[src/rtl/dd_pkg.sv]
package dd_pkg;

    typedef enum logic [1:0] {
        SLOT_LEFT = 2'd0,
        SLOT_HUND = 2'd1,
        SLOT_TENS = 2'd2,
        SLOT_ONES = 2'd3
    } slot_t;

    typedef enum logic [3:0] {
        GL_0     = 4'd0,
        GL_1     = 4'd1,
        GL_2     = 4'd2,
        GL_3     = 4'd3,
        GL_4     = 4'd4,
        GL_5     = 4'd5,
        GL_6     = 4'd6,
        GL_7     = 4'd7,
        GL_8     = 4'd8,
        GL_9     = 4'd9,
        GL_BLANK = 4'd10,
        GL_E     = 4'd11,
        GL_R     = 4'd12
    } glyph_t;

    localparam int NUM_POS  = 4;
    localparam int SEG_W    = 7;
    localparam int DIGIT_W  = 4;

endpackage

[src/rtl/dd_bcd_conv.sv]
module dd_bcd_conv #(
    parameter int VAL_W = 10,
    parameter int NDIG  = 4
) (
    input  logic [VAL_W-1:0]        bin,
    output logic [NDIG*4-1:0]       bcd
);
    localparam int SR_W = VAL_W + 4*NDIG;

    logic [SR_W-1:0] sr;

    always_comb begin
        sr = '0;
        sr[VAL_W-1:0] = bin;
        for (int b = 0; b < VAL_W; b++) begin
            for (int d = 0; d < NDIG; d++) begin
                if (sr[VAL_W + 4*d +: 4] >= 4'd5)
                    sr[VAL_W + 4*d +: 4] = sr[VAL_W + 4*d +: 4] + 4'd3;
            end
            sr = sr << 1;
        end
        bcd = sr[VAL_W +: 4*NDIG];
    end

    // every digit decimal and the weighted sum reproduces the input
    always_comb begin
        int unsigned acc;
        int unsigned wt;
        acc = 0;
        wt  = 1;
        for (int d = 0; d < NDIG; d++) begin
            assert_digit_range_R9: assert (bcd[4*d +: 4] <= 4'd9);
            acc = acc + wt * int'(bcd[4*d +: 4]);
            wt  = wt * 10;
        end
        assert_sum_exact_R9: assert (acc == int'(bin));
    end

endmodule

[src/rtl/dd_scan_timer.sv]
module dd_scan_timer #(
    parameter int SCAN_DIV = 416_667
) (
    input  logic clk,
    input  logic rst_n,
    output logic tick
);
    localparam int CNT_W = (SCAN_DIV > 1) ? $clog2(SCAN_DIV) : 1;
    localparam logic [CNT_W-1:0] LAST = CNT_W'(SCAN_DIV - 1);

    logic [CNT_W-1:0] cnt;

    always_ff @(posedge clk or negedge rst_n) begin
        if (!rst_n)
            cnt <= '0;
        else if (cnt == LAST)
            cnt <= '0;
        else
            cnt <= cnt + 1'b1;
    end

    assign tick = (cnt == LAST);

    // the count never passes its terminal value
    assert_cnt_bound_R3: assert property (@(posedge clk) disable iff (!rst_n)
        cnt <= LAST);

    // the count restarts from zero right after reset
    assert_cnt_zero_after_reset_R1: assert property (@(posedge clk)
        !rst_n |=> (cnt == '0) || !rst_n);

endmodule

[src/rtl/dd_glyph_rom.sv]
module dd_glyph_rom
    import dd_pkg::*;
(
    input  glyph_t           glyph,
    output logic [SEG_W-1:0] seg_n
);
    logic [SEG_W-1:0] lit;

    always_comb begin
        unique case (glyph)
            GL_0:     lit = 7'h3F;
            GL_1:     lit = 7'h06;
            GL_2:     lit = 7'h5B;
            GL_3:     lit = 7'h4F;
            GL_4:     lit = 7'h66;
            GL_5:     lit = 7'h6D;
            GL_6:     lit = 7'h7D;
            GL_7:     lit = 7'h07;
            GL_8:     lit = 7'h7F;
            GL_9:     lit = 7'h6F;
            GL_E:     lit = 7'h79;
            GL_R:     lit = 7'h50;
            GL_BLANK: lit = 7'h00;
            default:  lit = 7'h00;
        endcase
    end

    assign seg_n = ~lit;

endmodule

[src/rtl/dd_scan_fsm.sv]
module dd_scan_fsm
    import dd_pkg::*;
(
    input  logic                 clk,
    input  logic                 rst_n,
    input  logic                 tick,
    input  logic                 err,
    input  logic [NUM_POS*4-1:0] bcd,
    output logic [NUM_POS-1:0]   anode_n,
    output glyph_t               glyph
);
    slot_t state, state_nx;

    logic [3:0] d_thou, d_hund, d_tens, d_ones;
    assign d_ones = bcd[3:0];
    assign d_tens = bcd[7:4];
    assign d_hund = bcd[11:8];
    assign d_thou = bcd[15:12];

    always_ff @(posedge clk or negedge rst_n) begin
        if (!rst_n)
            state <= SLOT_LEFT;
        else
            state <= state_nx;
    end

    always_comb begin
        state_nx = state;
        if (tick) begin
            unique case (state)
                SLOT_LEFT: state_nx = SLOT_HUND;
                SLOT_HUND: state_nx = SLOT_TENS;
                SLOT_TENS: state_nx = SLOT_ONES;
                SLOT_ONES: state_nx = SLOT_LEFT;
                default:   state_nx = SLOT_LEFT;
            endcase
        end
    end

    always_comb begin
        anode_n = 4'b1111;
        glyph   = GL_BLANK;
        unique case (state)
            SLOT_LEFT: begin
                anode_n = 4'b0111;
                glyph   = (err || d_thou == 4'd0) ? GL_BLANK : glyph_t'(d_thou);
            end
            SLOT_HUND: begin
                anode_n = 4'b1011;
                glyph   = err ? GL_E : glyph_t'(d_hund);
            end
            SLOT_TENS: begin
                anode_n = 4'b1101;
                glyph   = err ? GL_R : glyph_t'(d_tens);
            end
            SLOT_ONES: begin
                anode_n = 4'b1110;
                glyph   = err ? GL_R : glyph_t'(d_ones);
            end
            default: begin
                anode_n = 4'b1111;
                glyph   = GL_BLANK;
            end
        endcase
    end

    // one position lit at a time
    assert_one_anode_R2: assert property (@(posedge clk) disable iff (!rst_n)
        $countones(~anode_n) == 1);

    // position holds without a tick
    assert_hold_no_tick_R3: assert property (@(posedge clk) disable iff (!rst_n)
        !tick |=> $stable(anode_n));

    // wrap from rightmost back to leftmost
    assert_wrap_R3: assert property (@(posedge clk) disable iff (!rst_n)
        (tick && anode_n == 4'b1110) |=> anode_n == 4'b0111);

    // error text never reaches the leftmost position
    assert_err_left_blank_R7: assert property (@(posedge clk) disable iff (!rst_n)
        (err && !anode_n[3]) |-> glyph == GL_BLANK);

endmodule

[src/rtl/decimal_err_display.sv]
module decimal_err_display
    import dd_pkg::*;
#(
    parameter int VAL_W    = 10,
    parameter int SCAN_DIV = 416_667
) (
    input  logic             clk,
    input  logic             rst_n,
    input  logic [VAL_W-1:0] value,
    input  logic             err,
    output logic [3:0]       anode_n,
    output logic [6:0]       seg_n
);
    logic                 tick;
    logic [NUM_POS*4-1:0] bcd;
    glyph_t               glyph;

    dd_bcd_conv #(.VAL_W(VAL_W), .NDIG(NUM_POS)) u_conv (
        .bin (value),
        .bcd (bcd)
    );

    dd_scan_timer #(.SCAN_DIV(SCAN_DIV)) u_timer (
        .clk   (clk),
        .rst_n (rst_n),
        .tick  (tick)
    );

    dd_scan_fsm u_fsm (
        .clk     (clk),
        .rst_n   (rst_n),
        .tick    (tick),
        .err     (err),
        .bcd     (bcd),
        .anode_n (anode_n),
        .glyph   (glyph)
    );

    dd_glyph_rom u_rom (
        .glyph (glyph),
        .seg_n (seg_n)
    );

    // small numbers leave the leftmost position dark
    assert_left_blank_R6: assert property (@(posedge clk) disable iff (!rst_n)
        (!err && !anode_n[3] && value < 10'd1000) |-> seg_n == 7'h7F);

    // error mode lights the E pattern on position 2
    assert_err_e_R7: assert property (@(posedge clk) disable iff (!rst_n)
        (err && anode_n == 4'b1011) |-> seg_n == ~7'h79);

endmodule

[config.mk]
export PLATFORM = sky130hd
export DESIGN_NAME = decimal_err_display
export DESIGN_NICKNAME = d
export VERILOG_FILES = /design/src/rtl/dd_pkg.sv /design/src/rtl/dd_bcd_conv.sv /design/src/rtl/dd_scan_timer.sv /design/src/rtl/dd_glyph_rom.sv /design/src/rtl/dd_scan_fsm.sv /design/src/rtl/decimal_err_display.sv
export SDC_FILE = /design/constraint.sdc
export NUM_CORES = 1
export LEC_CHECK = 0
export BUFFER_PORTS_ARGS = -buffer_cell sky130_fd_sc_hd__buf_2
export CAP_MARGIN = 20
export CORE_MARGIN = 5
export CORE_UTILIZATION = 50
export DETAILED_ROUTE_END_ITERATION = 16
export PLACE_DENSITY = 0.77
export SLEW_MARGIN = 20
export SYNTH_ARGS = -nofsm -noshare
export SYNTH_HDL_FRONTEND = slang
export SYNTH_SLANG_ARGS = --single-unit
[constraint.sdc]
create_clock -name clk -period 22.7 [get_ports clk]
set_clock_uncertainty 0.05 [all_clocks]
set_input_delay 1.135 -clock clk [delete_from_list [all_inputs] [get_ports clk]]
set_output_delay 1.135 -clock clk [all_outputs]
set_load 0.05 [all_outputs]
Word-level counts from Yosys, hierarchy flattened
Memory sizes are Yosys's and may differ from the RTL's.
Cells that the tools add are included.
W data, S select, Z words.
- add/sub/neg operators: 31
- order comparisons: 30
- equality and inequality tests: 4
- muxes and demuxes: 38
- bitwise operators: 1
- reductions and logical operators: 3
- operator list (cell ; count):
    $ge A4 B3 Y1 const B ; 26
    $mux W4 ; 26
    $add A4 B2 Y4 const B ; 21
    $pmux W4 S4 ; 2
    $mux W3 ; 8
    $add A19 B1 Y19 const B ; 1
    $eq A19 B19 Y1 const B ; 1
    $mux W19 ; 1
    $add A3 B2 Y3 const B ; 5
    $pmux W2 S4 ; 1
    $not A7 Y7 ; 1
    $add A1 B2 Y3 const AB ; 2
    $add A1 B2 Y3 const B ; 2
    $ge A1 B3 Y1 const AB ; 2
    $ge A1 B3 Y1 const B ; 2
    $eq A2 B2 Y1 const B ; 2
    $logic_not A4 Y1 ; 1
    $eq A2 B1 Y1 const B ; 1
    $logic_not A2 Y1 ; 1
    $logic_or A1 B1 Y1 ; 1
- register bits after elaboration: 21
- ROM bits: 112
- bits of input ports: 13
- output and inout bits: 11
- memories kept: 1
- memory list (memory ; words ; width ; rd ports ; clocked after memory_dff ; wr ports ; line ; source):
    (no name shown) ; 16 ; 7 ; 1 ; 0 ; 0 ; dd_glyph_rom.sv:10 ; unique case (glyph)

Logic depth before layout (Yosys ltp)
Gate-level depths: netlist (run 1).
An unclocked memory read counts as a cell.
- depth after elaboration: 24
- mapped depth: 39

Modules after synthesis
Synthesis (run 1) repeated with hierarchy kept, for this count alone.
- cell total of the unflattened synthesis: 424
- area total of the unflattened synthesis: 3395.8 um2
- modules (own cells, without submodules) (module ; times used ; cells an instance ; area an instance (um2)):
    dd_bcd_conv ; 1 ; 259 ; 1854.3
    dd_scan_timer ; 1 ; 91 ; 954.7
    dd_scan_fsm ; 1 ; 40 ; 334.1
    dd_glyph_rom ; 1 ; 34 ; 252.7

Least setup slack after synthesis (run 1)
No wires, ideal clock.
- path kind: input port to output port
- from: input port value[8]
- to: output port seg_n[6]
- arrival time: 8.272 ns
- required time: 21.515 ns
- setup slack: 13.243 ns
- stages on the path: 32
- path through: inv_1 > ha_1 > o21ai_1 > xnor2_2 > ha_1 > nand2b_1 > a32oi_2 > buf_2 > xnor2_1 > inv_1 > ha_1 > nor2b_1 > o31ai_1 > o21ai_0 > o21ai_1 > a21oi_1 > nor2_1 > ha_1 > o221a_2 > a21o_1 > inv_1 > ha_1 > o21a_1 > o32a_1 > or3_1 > a311oi_1 > or2_2 > inv_1 > ha_1 > inv_1 > mux2i_1 > a211oi_1
- longest elaborated chain between the ends: 22
- elaborated cells on any way between the ends: 87
- classes of those cells: 26 x add/sub; 26 x order compare; 31 x mux; 1 x bitwise; 2 x reduce/logical; 1 x memory
- RTL lines (what ; line ; source):
    start, declared ; decimal_err_display.sv:9 ; input logic [VAL_W-1:0] value,
    $add A4 B2 Y4 or $ge A4 B3 Y1 (tied branches) ; dd_bcd_conv.sv:18, dd_bcd_conv.sv:17 ;
    $mux W4 (*) ; dd_bcd_conv.sv:17 ; if (sr[VAL_W + 4*d +: 4] >= 4'd5)
    $add A4 B2 Y4 or $ge A4 B3 Y1 (tied branches) ; dd_bcd_conv.sv:18, dd_bcd_conv.sv:17 ;
    $mux W4 ; dd_bcd_conv.sv:17 ;
    $add A4 B2 Y4 or $ge A4 B3 Y1 (tied branches) ; dd_bcd_conv.sv:18, dd_bcd_conv.sv:17 ;
    $mux W4 ; dd_bcd_conv.sv:17 ;
    $add A4 B2 Y4 (tied with other cells) ; dd_bcd_conv.sv:18 ; sr[VAL_W + 4*d +: 4] = sr[VAL_W + 4*d +: 4] + 4'd3;
    $mux W4 or $mux W3 (tied branches) ; dd_bcd_conv.sv:17 ;
    [... 6 more ...] ; - ;
    $add A4 B2 Y4 (tied with other cells) ; dd_bcd_conv.sv:18 ;
    $mux W4 or $mux W3 (tied branches) ; dd_bcd_conv.sv:17 ;
    $logic_not A4 Y1 ; dd_scan_fsm.sv:46 ; glyph = (err || d_thou == 4'd0) ? GL_BLANK : glyph_t'(d_thou);
    $logic_or A1 B1 Y1 ; dd_scan_fsm.sv:46 ;
    $mux W4 ; dd_scan_fsm.sv:46 ;
    $pmux W4 S4 (*) ; dd_scan_fsm.sv:43 ; unique case (state)
    $mem_v2 Z16 W7 (*) ; - ;
    $not A7 Y7 (*) ; dd_glyph_rom.sv:28 ; assign seg_n = ~lit;
    end, declared ; decimal_err_display.sv:12 ; output logic [6:0] seg_n
Every way passes the cells marked *; elsewhere a longest branch is shown, timed or not.

Final worst setup path (run 1)
- from: input port value[8]
- to: output port seg_n[3]
The elaborated chain is that of the path after synthesis.

==> flow_metrics.py, run 1 <==
metrics = {
    "sta": {
        "fmax_mhz": 98.4,
        "setup-tns-final_ns": 0,
        "min_period_over_period": 0.448,
        "setup_viol": 0,
        "worst_pin_slew_ns": 0.911,
        "finalHoldViolations": 0,
        "fin_ws_ns": 12.54,
        "relSlewSlack": 0.393,
        "fin_hold_ws_ns": 0.443,
        "period_minus_slack_ns": 10.16,
        "finalMaxSlewViolations": 0,
        "rsz0062_at_grt": "no",
    },
    "pwr": {
        "ir_drop_mv": 0.0604,
        "power_switching_share": 0.481,
        "power.density_nw_per_um2": 65.1,
        "total_power_w": 0.000215,
        "cell_internal_pwr_w": 0.000112,
        "clkPwrFrac": 0.110,
        "power_switching_w": 0.000103,
        "p_leak_nw": 1.45,
        "p_seq_frac": 0.174,
        "power_frac_comb": 0.716,
    },
    "cts": {
        "cts_tree": "built",
        "cts_setup_buffers": 0,
        "cts_buffers": 3,
        "root_buffer": "clkbuf_8",
        "cts_buffer_depth": 2,
        "cts_resized": 0,
        "htree_num_levels": 1,
        "clk_latency_ns": 0.25,
        "clk_pin_slew_worst_paths_ns": 0.07,
        "cts.sinks": 21,
        "holdBufCountCts": 0,
    },
    "logic_synthesis": {
        "synthesis.area_um2": 3100,
        "synth_ff_type": "dfrtp_1",
        "syn_nets": 444,
        "synth-seq-area-share": 0.170,
        "synth_edf_count": 0,
        "postSynthAreaPerCell_um2": 7.68,
        "synthDistinctLibCells": 71,
        "async_flop_share": 1.00,
        "yosysWarnings": 0,
        "syn_inst": 403,
        "yosys_register_bits": 21,
    },
    "cells_and_area": {
        "nFillCells": 578,
        "layout_commonest_cell": "nor2_1",
        "area_growth_pct": 6.63,
        "diodes": 0,
        "layout.nets": 458,
        "final_cell_mix": "nor2_1, nand2_1, o21ai_0",
        "drive_above_1_share": 0.127,
    },
    "route": {
        "dr.pass1.iters": 4,
        "antenna_left": 0,
        "vias": 3006,
        "drc": 0,
        "drt-vias-per-instance": 6.12,
        "wl_um": 6830,
        "wl_per_cell_um": 13.9,
        "initialDrtViolationCount": 154,
    },
    "placed_design": {
        "place_congestion": 0.909,
        "dp_hpwl_um": 5330,
        "post-place-ws_ns": 12.66,
        "portBuffers": 23,
    },
    "global_route": {
        "gr-total-overflow": 0,
        "grt_usage": 0.178,
        "grt_start_max_net_pins": 26,
        "grt_first_pass_wirelength_um": 11900,
        "grt_pass1_vias": 2774,
        "antenna_found_initial": 0,
    },
    "critical_path": {
        "cp.arrival_ns": 8.98,
        "critPathKind": "in -> out",
        "crit_slowest_cell": "a32oi_1",
        "end_kind": "primary output",
        "crit_required_ns": 21.52,
        "cp-start-kind": "primary input",
        "critPathMaxFanout": 11,
        "crit_path_max_incr_delay_ns": 0.76,
        "critPathMostFrequentCell": "ha_1",
    },
    "floorplan": {
        "dieHeight_um": 88.7,
        "die_w_um": 88.7,
        "rows": 28,
        "die_area_um2": 7870,
        "core_area_um2": 5960,
        "start_util": 0.520,
        "io_pins": 24,
    },
    "flow_run": {
        "cap_viol_max_count": 0,
    },
    "run_status": {
        "status": "completed",
    },
    "hold_path": {
        "hold_class": "reg -> reg",
    },
}
## path summary, 6_finish.rpt
path | cells past startpoint | startpoint | end | slack [ns]
hold reg to reg | 1 | u_timer.cnt[0]$_DFF_PN0_ | u_timer.cnt[0]$_DFF_PN0_ | 0.44
hold / removal | 1 | u_timer.cnt[0]$_DFF_PN0_ | u_timer.cnt[0]$_DFF_PN0_ | 0.44
max in group asynchronous | 1 | rst_n | u_fsm.state[0]$_DFFE_PN0N_ | 21.53
setup / recovery | 35 | value[8] | seg_n[3] | 12.54
min in group asynchronous | 1 | rst_n | u_timer.cnt[10]$_DFF_PN0_ | 0.77
setup reg to reg | 7 | u_timer.cnt[10]$_DFF_PN0_ | u_timer.cnt[12]$_DFF_PN0_ | 20.51
## synthesized netlist by cell type, types with 3 or more instances
| library cell | number | area, um^2 |
|---|---|---|
| buf_2 | 5 | 25.0 |
| o221a_2 | 3 | 33.8 |
| nand2_1 | 36 | 135 |
| clkbuf_1 | 10 | 37.5 |
| o21ai_1 | 4 | 20.0 |
| xor2_1 | 11 | 96.3 |
| a41oi_1 | 4 | 35.0 |
| nand3_1 | 12 | 60.1 |
| a31oi_1 | 4 | 25.0 |
| xnor2_1 | 9 | 78.8 |
| a32oi_1 | 4 | 35.0 |
| a211o_1 | 3 | 26.3 |
| nor2b_1 | 6 | 37.5 |
| a311oi_1 | 4 | 35.0 |
| and2_1 | 4 | 25.0 |
| ha_1 | 28 | 350 |
| a21oi_1 | 22 | 110 |
| nor4_1 | 6 | 37.5 |
| inv_1 | 28 | 105 |
| a21o_1 | 6 | 45.0 |
| o21a_1 | 4 | 30.0 |
| nor3_1 | 3 | 15.0 |
| nand3b_1 | 4 | 30.0 |
| nand4_1 | 7 | 43.8 |
| and3_1 | 6 | 37.5 |
| o31ai_1 | 3 | 22.5 |
| dfrtp_1 | 21 | 526 |
| o21ai_0 | 29 | 145 |
| nand2b_1 | 5 | 31.3 |
| mux2i_1 | 10 | 100 |
| o211ai_1 | 5 | 37.5 |
| a211oi_1 | 4 | 30.0 |
| or3_1 | 3 | 18.8 |
| nor2_1 | 38 | 143 |
## flip-flops by register name, indices dropped and copies added, names as in the netlist
signal / count
u_timer.cnt: 19
u_fsm.state: 2
## final cells by class
type	instances	area [um^2]	area share
tap	75	93.8	0.0284
multi-input combinational	336	2390	0.725
sequential	21	526	0.159
clock buffer	4	45.0	0.0136
inverter	30	113	0.0341
timing repair buffer	25	130	0.0394
## power groups by stage
stage	logic [W]	clock network, W	registers [W]
final	0.000154	0.0000236	0.0000374
after global routing	0.000170	0.0000260	0.0000374
after CTS	0.000152	0.0000243	0.0000374
after detailed placement	0.000151	0	0.0000381
after global placement	0.000149	0	0.0000381
after floorplan	0.000125	0	0.0000381
## metrics by stage
stage                util  instances  instance area, um^2
global placement    0.547        487                 3260
detailed placement  0.547        487                 3260
floorplan               -        403                 3100
global route        0.554        491                 3300
finish              0.554        491                 3300
CTS                 0.554        491                 3300
## critical path, delay by kind of cell
family,cells,cell delay [ns]
AOI/OAI and AO/OA,15,3.94
xor gates and xnor gates,3,0.72
adders and majority gates,6,1.38
buffers and inverters,6,0.80
and+or+nand+nor,5,0.96
## metal layers
layer	GRT usage	share of wire	up-vias
met5	0	0	-
met4	0.0302	0.0048	0
met3	0.0102	0.020	6
met2	0.326	0.50	46
met1	0.233	0.47	1438
li1	-	-	1516
## cell families (layout without fill, tap and decap cells)
logic type | count (synthesis) | in the layout | synth area share
xor+xnor | 23 | 23 | 0.0743
compound gates | 133 | 133 | 0.307
mux | 16 | 16 | 0.0606
flops | 21 | 21 | 0.170
simple gates | 136 | 136 | 0.216
fa+ha+maj | 28 | 28 | 0.113
buf+inv | 46 | 59 | 0.0590
Power figures use the tool's default switching activity.
==> run 2, diff against run 1 <==
==> constraint.sdc (replaced) <==
create_clock -name clk -period 10.5 [get_ports clk]
set_clock_uncertainty 0.05 [all_clocks]
set_input_delay 0.525 -clock clk [delete_from_list [all_inputs] [get_ports clk]]
set_output_delay 0.525 -clock clk [all_outputs]
set_load 0.05 [all_outputs]
==> flow_metrics.py, run 2 (synthesis results as in run 1) <==
metrics = {
    "route": {
        "wl_um": 7050,
        "vias": 3026,
        "dr.pass1.iters": 5,
        "top_layer": "met4",
        "initialDrtViolationCount": 263,
        "wl_met3_um": 276,
        "wl_met2_um": 3530,
        "drc": 0,
        "wl_per_cell_um": 14.4,
        "antenna_left": 0,
        "wl_met1_um": 3230,
        "drt-vias-per-instance": 6.16,
    },
    "pwr": {
        "p_leak_nw": 1.45,
        "p_seq_frac": 0.173,
        "power.density_nw_per_um2": 141,
        "power_frac_comb": 0.719,
        "clkPwrFrac": 0.108,
        "power_switching_share": 0.483,
        "cell_internal_pwr_w": 0.000241,
        "power_switching_w": 0.000226,
        "ir_drop_mv": 0.107,
    },
    "cts": {
        "cts_buffer_depth": 2,
        "clk_latency_ns": 0.25,
        "clk_pin_slew_worst_paths_ns": 0.07,
        "cts_resized": 0,
        "htree_num_levels": 1,
        "cts_buffers": 3,
        "cts_setup_buffers": 0,
        "cts.sinks": 21,
        "cts_tree": "built",
        "holdBufCountCts": 0,
        "root_buffer": "clkbuf_8",
    },
    "cells_and_area": {
        "nFillCells": 555,
        "diodes": 0,
        "layout.nets": 458,
        "layout_commonest_cell": "nor2_1",
        "drive_above_1_share": 0.127,
        "regMostFlops": "u_timer.cnt",
        "largest_register_ffs": 19,
        "area_growth_pct": 6.63,
        "stdcell_area_um2": 3300,
        "final_cell_mix": "nor2_1, nand2_1, o21ai_0",
        "reg_top3": "u_timer.cnt: 19 flops, u_fsm.state: 2 flops",
    },
    "global_route": {
        "grt_start_max_net_pins": 26,
        "antenna_found_initial": 0,
        "gr-total-overflow": 0,
        "grt_first_pass_wirelength_um": 12400,
        "grt_usage": 0.186,
        "grt_pass1_vias": 2719,
    },
    "sta": {
        "rsz0062_at_grt": "no",
        "finalMaxSlewViolations": 0,
        "setup_viol": 0,
        "fmax_mhz": 111,
        "min_period_over_period": 0.856,
        "setup-tns-final_ns": 0,
        "period_minus_slack_ns": 8.99,
        "worst_pin_slew_ns": 0.973,
        "relSlewSlack": 0.352,
        "finalHoldViolations": 0,
    },
    "placed_design": {
        "place_congestion": 0.906,
        "portBuffers": 23,
        "placed_area_um2": 3260,
        "dp_hpwl_um": 5420,
    },
    "floorplan": {
        "dieHeight_um": 88.7,
        "die_area_um2": 7870,
        "start_util": 0.520,
        "io_pins": 24,
        "die_w_um": 88.7,
        "core_area_um2": 5960,
        "rows": 28,
    },
    "critical_path": {
        "cpLargestDelayFamily": "compound AO/OA/AOI/OAI gates",
        "cp.arrival_ns": 8.41,
        "r2r_cells": 7,
        "worst-path-stages": 35,
        "cp-start-kind": "primary input",
        "crit_path_max_incr_delay_ns": 0.80,
        "crit_slowest_cell": "a32oi_1",
        "path_buf_inv": 6,
        "critPathMaxFanout": 11,
        "end_kind": "primary output",
        "critPathMostFrequentCell": "ha_1",
        "critPathKind": "in -> out",
        "crit_required_ns": 9.93,
    },
    "flow_run": {
        "cap_viol_max_count": 0,
    },
    "hold_path": {
        "hold_class": "in -> async",
    },
    "run_status": {
        "status": "completed",
    },
}
-- run 2: cell counts in the layout (fill, tap and decap cells not counted) --
Identical to the previous run, type by type.
-- run 2: final cells by class --
type	instances	area, um^2	share of cell area
Multi-Input combinational cell	336	2390	0.725
Inverter	30	113	0.0341
Sequential cell	21	526	0.159
Tap cell	75	93.8	0.0284
Clock buffer	4	45.0	0.0136
Timing Repair Buffer	25	130	0.0394
-- run 2: path summary, 6_finish.rpt --
| path | start | to | slack [ns] |
|---|---|---|---|
| max | value[8] | seg_n[6] | 1.51 |
| min | rst_n | u_timer.cnt[9]$_DFF_PN0_ | 0.16 |
| max reg2reg | u_timer.cnt[10]$_DFF_PN0_ | u_timer.cnt[12]$_DFF_PN0_ | 8.30 |
| min reg2reg | u_timer.cnt[0]$_DFF_PN0_ | u_timer.cnt[0]$_DFF_PN0_ | 0.44 |
| max in group asynchronous | rst_n | u_timer.cnt[6]$_DFF_PN0_ | 9.93 |
| min in group clk | u_timer.cnt[0]$_DFF_PN0_ | u_timer.cnt[0]$_DFF_PN0_ | 0.44 |
-- run 2: power groups by stage --
stage	clock, W	combinational [W]	sequential (W)
after detailed placement	0	0.000329	0.0000824
after global routing	0.0000563	0.000374	0.0000808
after floorplan	0	0.000270	0.0000824
final	0.0000504	0.000336	0.0000809
after global placement	0	0.000321	0.0000824
after CTS	0.0000521	0.000331	0.0000808
-- run 2: per-stage QoR --
step | utilization | worst slack (ns) | hold WS (ns) | cells | total power, W
5_1_grt | 0.554 | 0.839 | 0.190 | 491 | 0.000511
6_report | 0.554 | 1.51 | 0.160 | 491 | 0.000467
2_1_floorplan | - | 2.26 | 0.179 | 403 | 0.000352
3_5_place_dp | 0.547 | 1.67 | 0.432 | 487 | 0.000412
3_3_place_gp | 0.547 | 1.97 | 0.427 | 487 | 0.000403
4_1_cts | 0.554 | 1.63 | 0.173 | 491 | 0.000464
-- run 2: per-layer routing --
layer	vias up	global-route usage
met5	-	0
met4	0	0.0192
met3	2	0.00931
met2	90	0.331
met1	1410	0.258
li1	1524	-
==> run 3, diff against run 2 <==
--- a/config.mk
+++ b/config.mk
@@ -11,6 +11,7 @@
 export CORE_UTILIZATION = 50
 export DETAILED_ROUTE_END_ITERATION = 16
 export PLACE_DENSITY = 0.77
+export RECOVER_POWER = 100
 export SLEW_MARGIN = 20
 export SYNTH_ARGS = -nofsm -noshare
 export SYNTH_HDL_FRONTEND = slang
==> flow_metrics.py, run 3 (synthesis results as in run 1) <==
metrics = {
    "cells_and_area": {
        "final_cell_mix": "nor2_1, nand2_1, o21ai_0",
        "area_growth_pct": 5.82,
        "largest_register_ffs": 19,
        "drive_above_1_share": 0.106,
        "regMostFlops": "u_timer.cnt",
        "reg_top3": "u_timer.cnt: 19 flops, u_fsm.state: 2 flops",
        "layout_commonest_cell": "nor2_1",
        "diodes": 0,
        "nFillCells": 564,
        "layout.nets": 458,
        "fin_util": 0.550,
    },
    "critical_path": {
        "regToRegStartpoint": "u_timer.cnt[10]$_DFF_PN0_",
        "critPathKind": "in -> out",
        "cp.arrival_ns": 8.76,
        "crit_slowest_cell": "a32oi_1",
        "cp-start-kind": "primary input",
        "reg2reg_slack_ns": 7.71,
        "critPathMaxFanout": 11,
        "end_kind": "primary output",
        "r2r_cells": 7,
        "crit_required_ns": 9.93,
        "r2r-end": "u_timer.cnt[12]$_DFF_PN0_",
        "crit_path_max_incr_delay_ns": 0.80,
        "critPathMostFrequentCell": "ha_1",
    },
    "sta": {
        "relSlewSlack": 0.0511,
        "fin_hold_ws_ns": 0.393,
        "min_period_over_period": 0.889,
        "setup_viol": 0,
        "finalMaxSlewViolations": 0,
        "worst_pin_slew_ns": 1.41,
        "fmax_mhz": 107,
        "finalHoldViolations": 0,
        "rsz0062_at_grt": "no",
        "setup-tns-final_ns": 0,
        "period_minus_slack_ns": 9.34,
    },
    "cts": {
        "htree_num_levels": 1,
        "cts_setup_buffers": 0,
        "clk_pin_slew_worst_paths_ns": 0.07,
        "clk_latency_ns": 0.25,
        "holdBufCountCts": 0,
        "cts_tree": "built",
        "cts_buffer_depth": 2,
        "cts_resized": 0,
        "root_buffer": "clkbuf_8",
        "cts_buffers": 3,
        "cts.sinks": 21,
    },
    "route": {
        "drt-vias-per-instance": 6.10,
        "antenna_left": 0,
        "wl_per_cell_um": 14.4,
        "drc": 0,
        "initialDrtViolationCount": 234,
        "vias": 2993,
        "dr.pass1.iters": 5,
        "wl_um": 7060,
    },
    "pwr": {
        "ir_drop_mv": 0.109,
        "p_leak_nw": 1.43,
        "power.density_nw_per_um2": 142,
    },
    "floorplan": {
        "io_pins": 24,
        "core_area_um2": 5960,
        "dieHeight_um": 88.7,
        "die_area_um2": 7870,
        "die_w_um": 88.7,
        "start_util": 0.520,
        "rows": 28,
    },
    "placed_design": {
        "dp_hpwl_um": 5420,
        "portBuffers": 23,
        "place_congestion": 0.906,
    },
    "global_route": {
        "grt_usage": 0.186,
        "grt_start_max_net_pins": 26,
        "grt_first_pass_wirelength_um": 12400,
        "gr-total-overflow": 0,
        "antenna_found_initial": 0,
        "grt_pass1_vias": 2719,
    },
    "flow_run": {
        "cap_viol_max_count": 0,
    },
    "hold_path": {
        "hold_class": "in -> async",
    },
    "run_status": {
        "status": "completed",
    },
}
-- run 3: area by class of cell --
cell class	instances	area (um^2)	share of cell area
repair buffers	25	119	0.0363
clock buffers	4	45.0	0.0137
well taps	75	93.8	0.0286
flip-flops and latches	21	526	0.160
inverters	30	113	0.0344
multi-input cells	336	2380	0.727
-- run 3: layer usage --
layer  routed length, um  vias up  global-route usage
met4                  33        0              0.0192
met1                3280     1388               0.258
met5                   0        -                   0
met2                3470       74               0.331
li1                    -     1523                   -
met3                 269        8             0.00931
-- run 3: worst max path at each step --
stage | cells after the start | from | end
4_1_cts | 35 | value[8] | seg_n[3]
3_5_place_dp | 35 | value[8] | seg_n[3]
6_report | 35 | value[8] | seg_n[2]
5_1_grt | 35 | value[8] | seg_n[2]
2_1_floorplan | 32 | value[8] | seg_n[6]
3_3_place_gp | 35 | value[8] | seg_n[4]
-- run 3: power breakdown --
part	internal [W]	switching [W]
logic	0.000133	0.000202
registers	0.0000809	0
clock network	0.0000270	0.0000237
total	0.000241	0.000225
-- run 3: per-stage QoR --
step,instance area [um^2],setup slack [ns],std cells,power (W)
global route,3280,0.469,491,0.000511
finish,3280,1.16,491,0.000467
CTS,3300,1.63,491,0.000464
floorplan,3100,2.26,403,0.000352
global placement,3260,1.97,487,0.000403
detailed placement,3260,1.67,487,0.000412
-- run 3: worst max-delay path: cells and delay by family --
family	cells	cell delay, ns
AO/OA/AOI/OAI	16	4.41
adder cells (fa/ha/maj)	6	1.37
buffers and inverters	6	0.98
XOR/XNOR	3	0.78
AND/OR/NAND/NOR	4	0.68
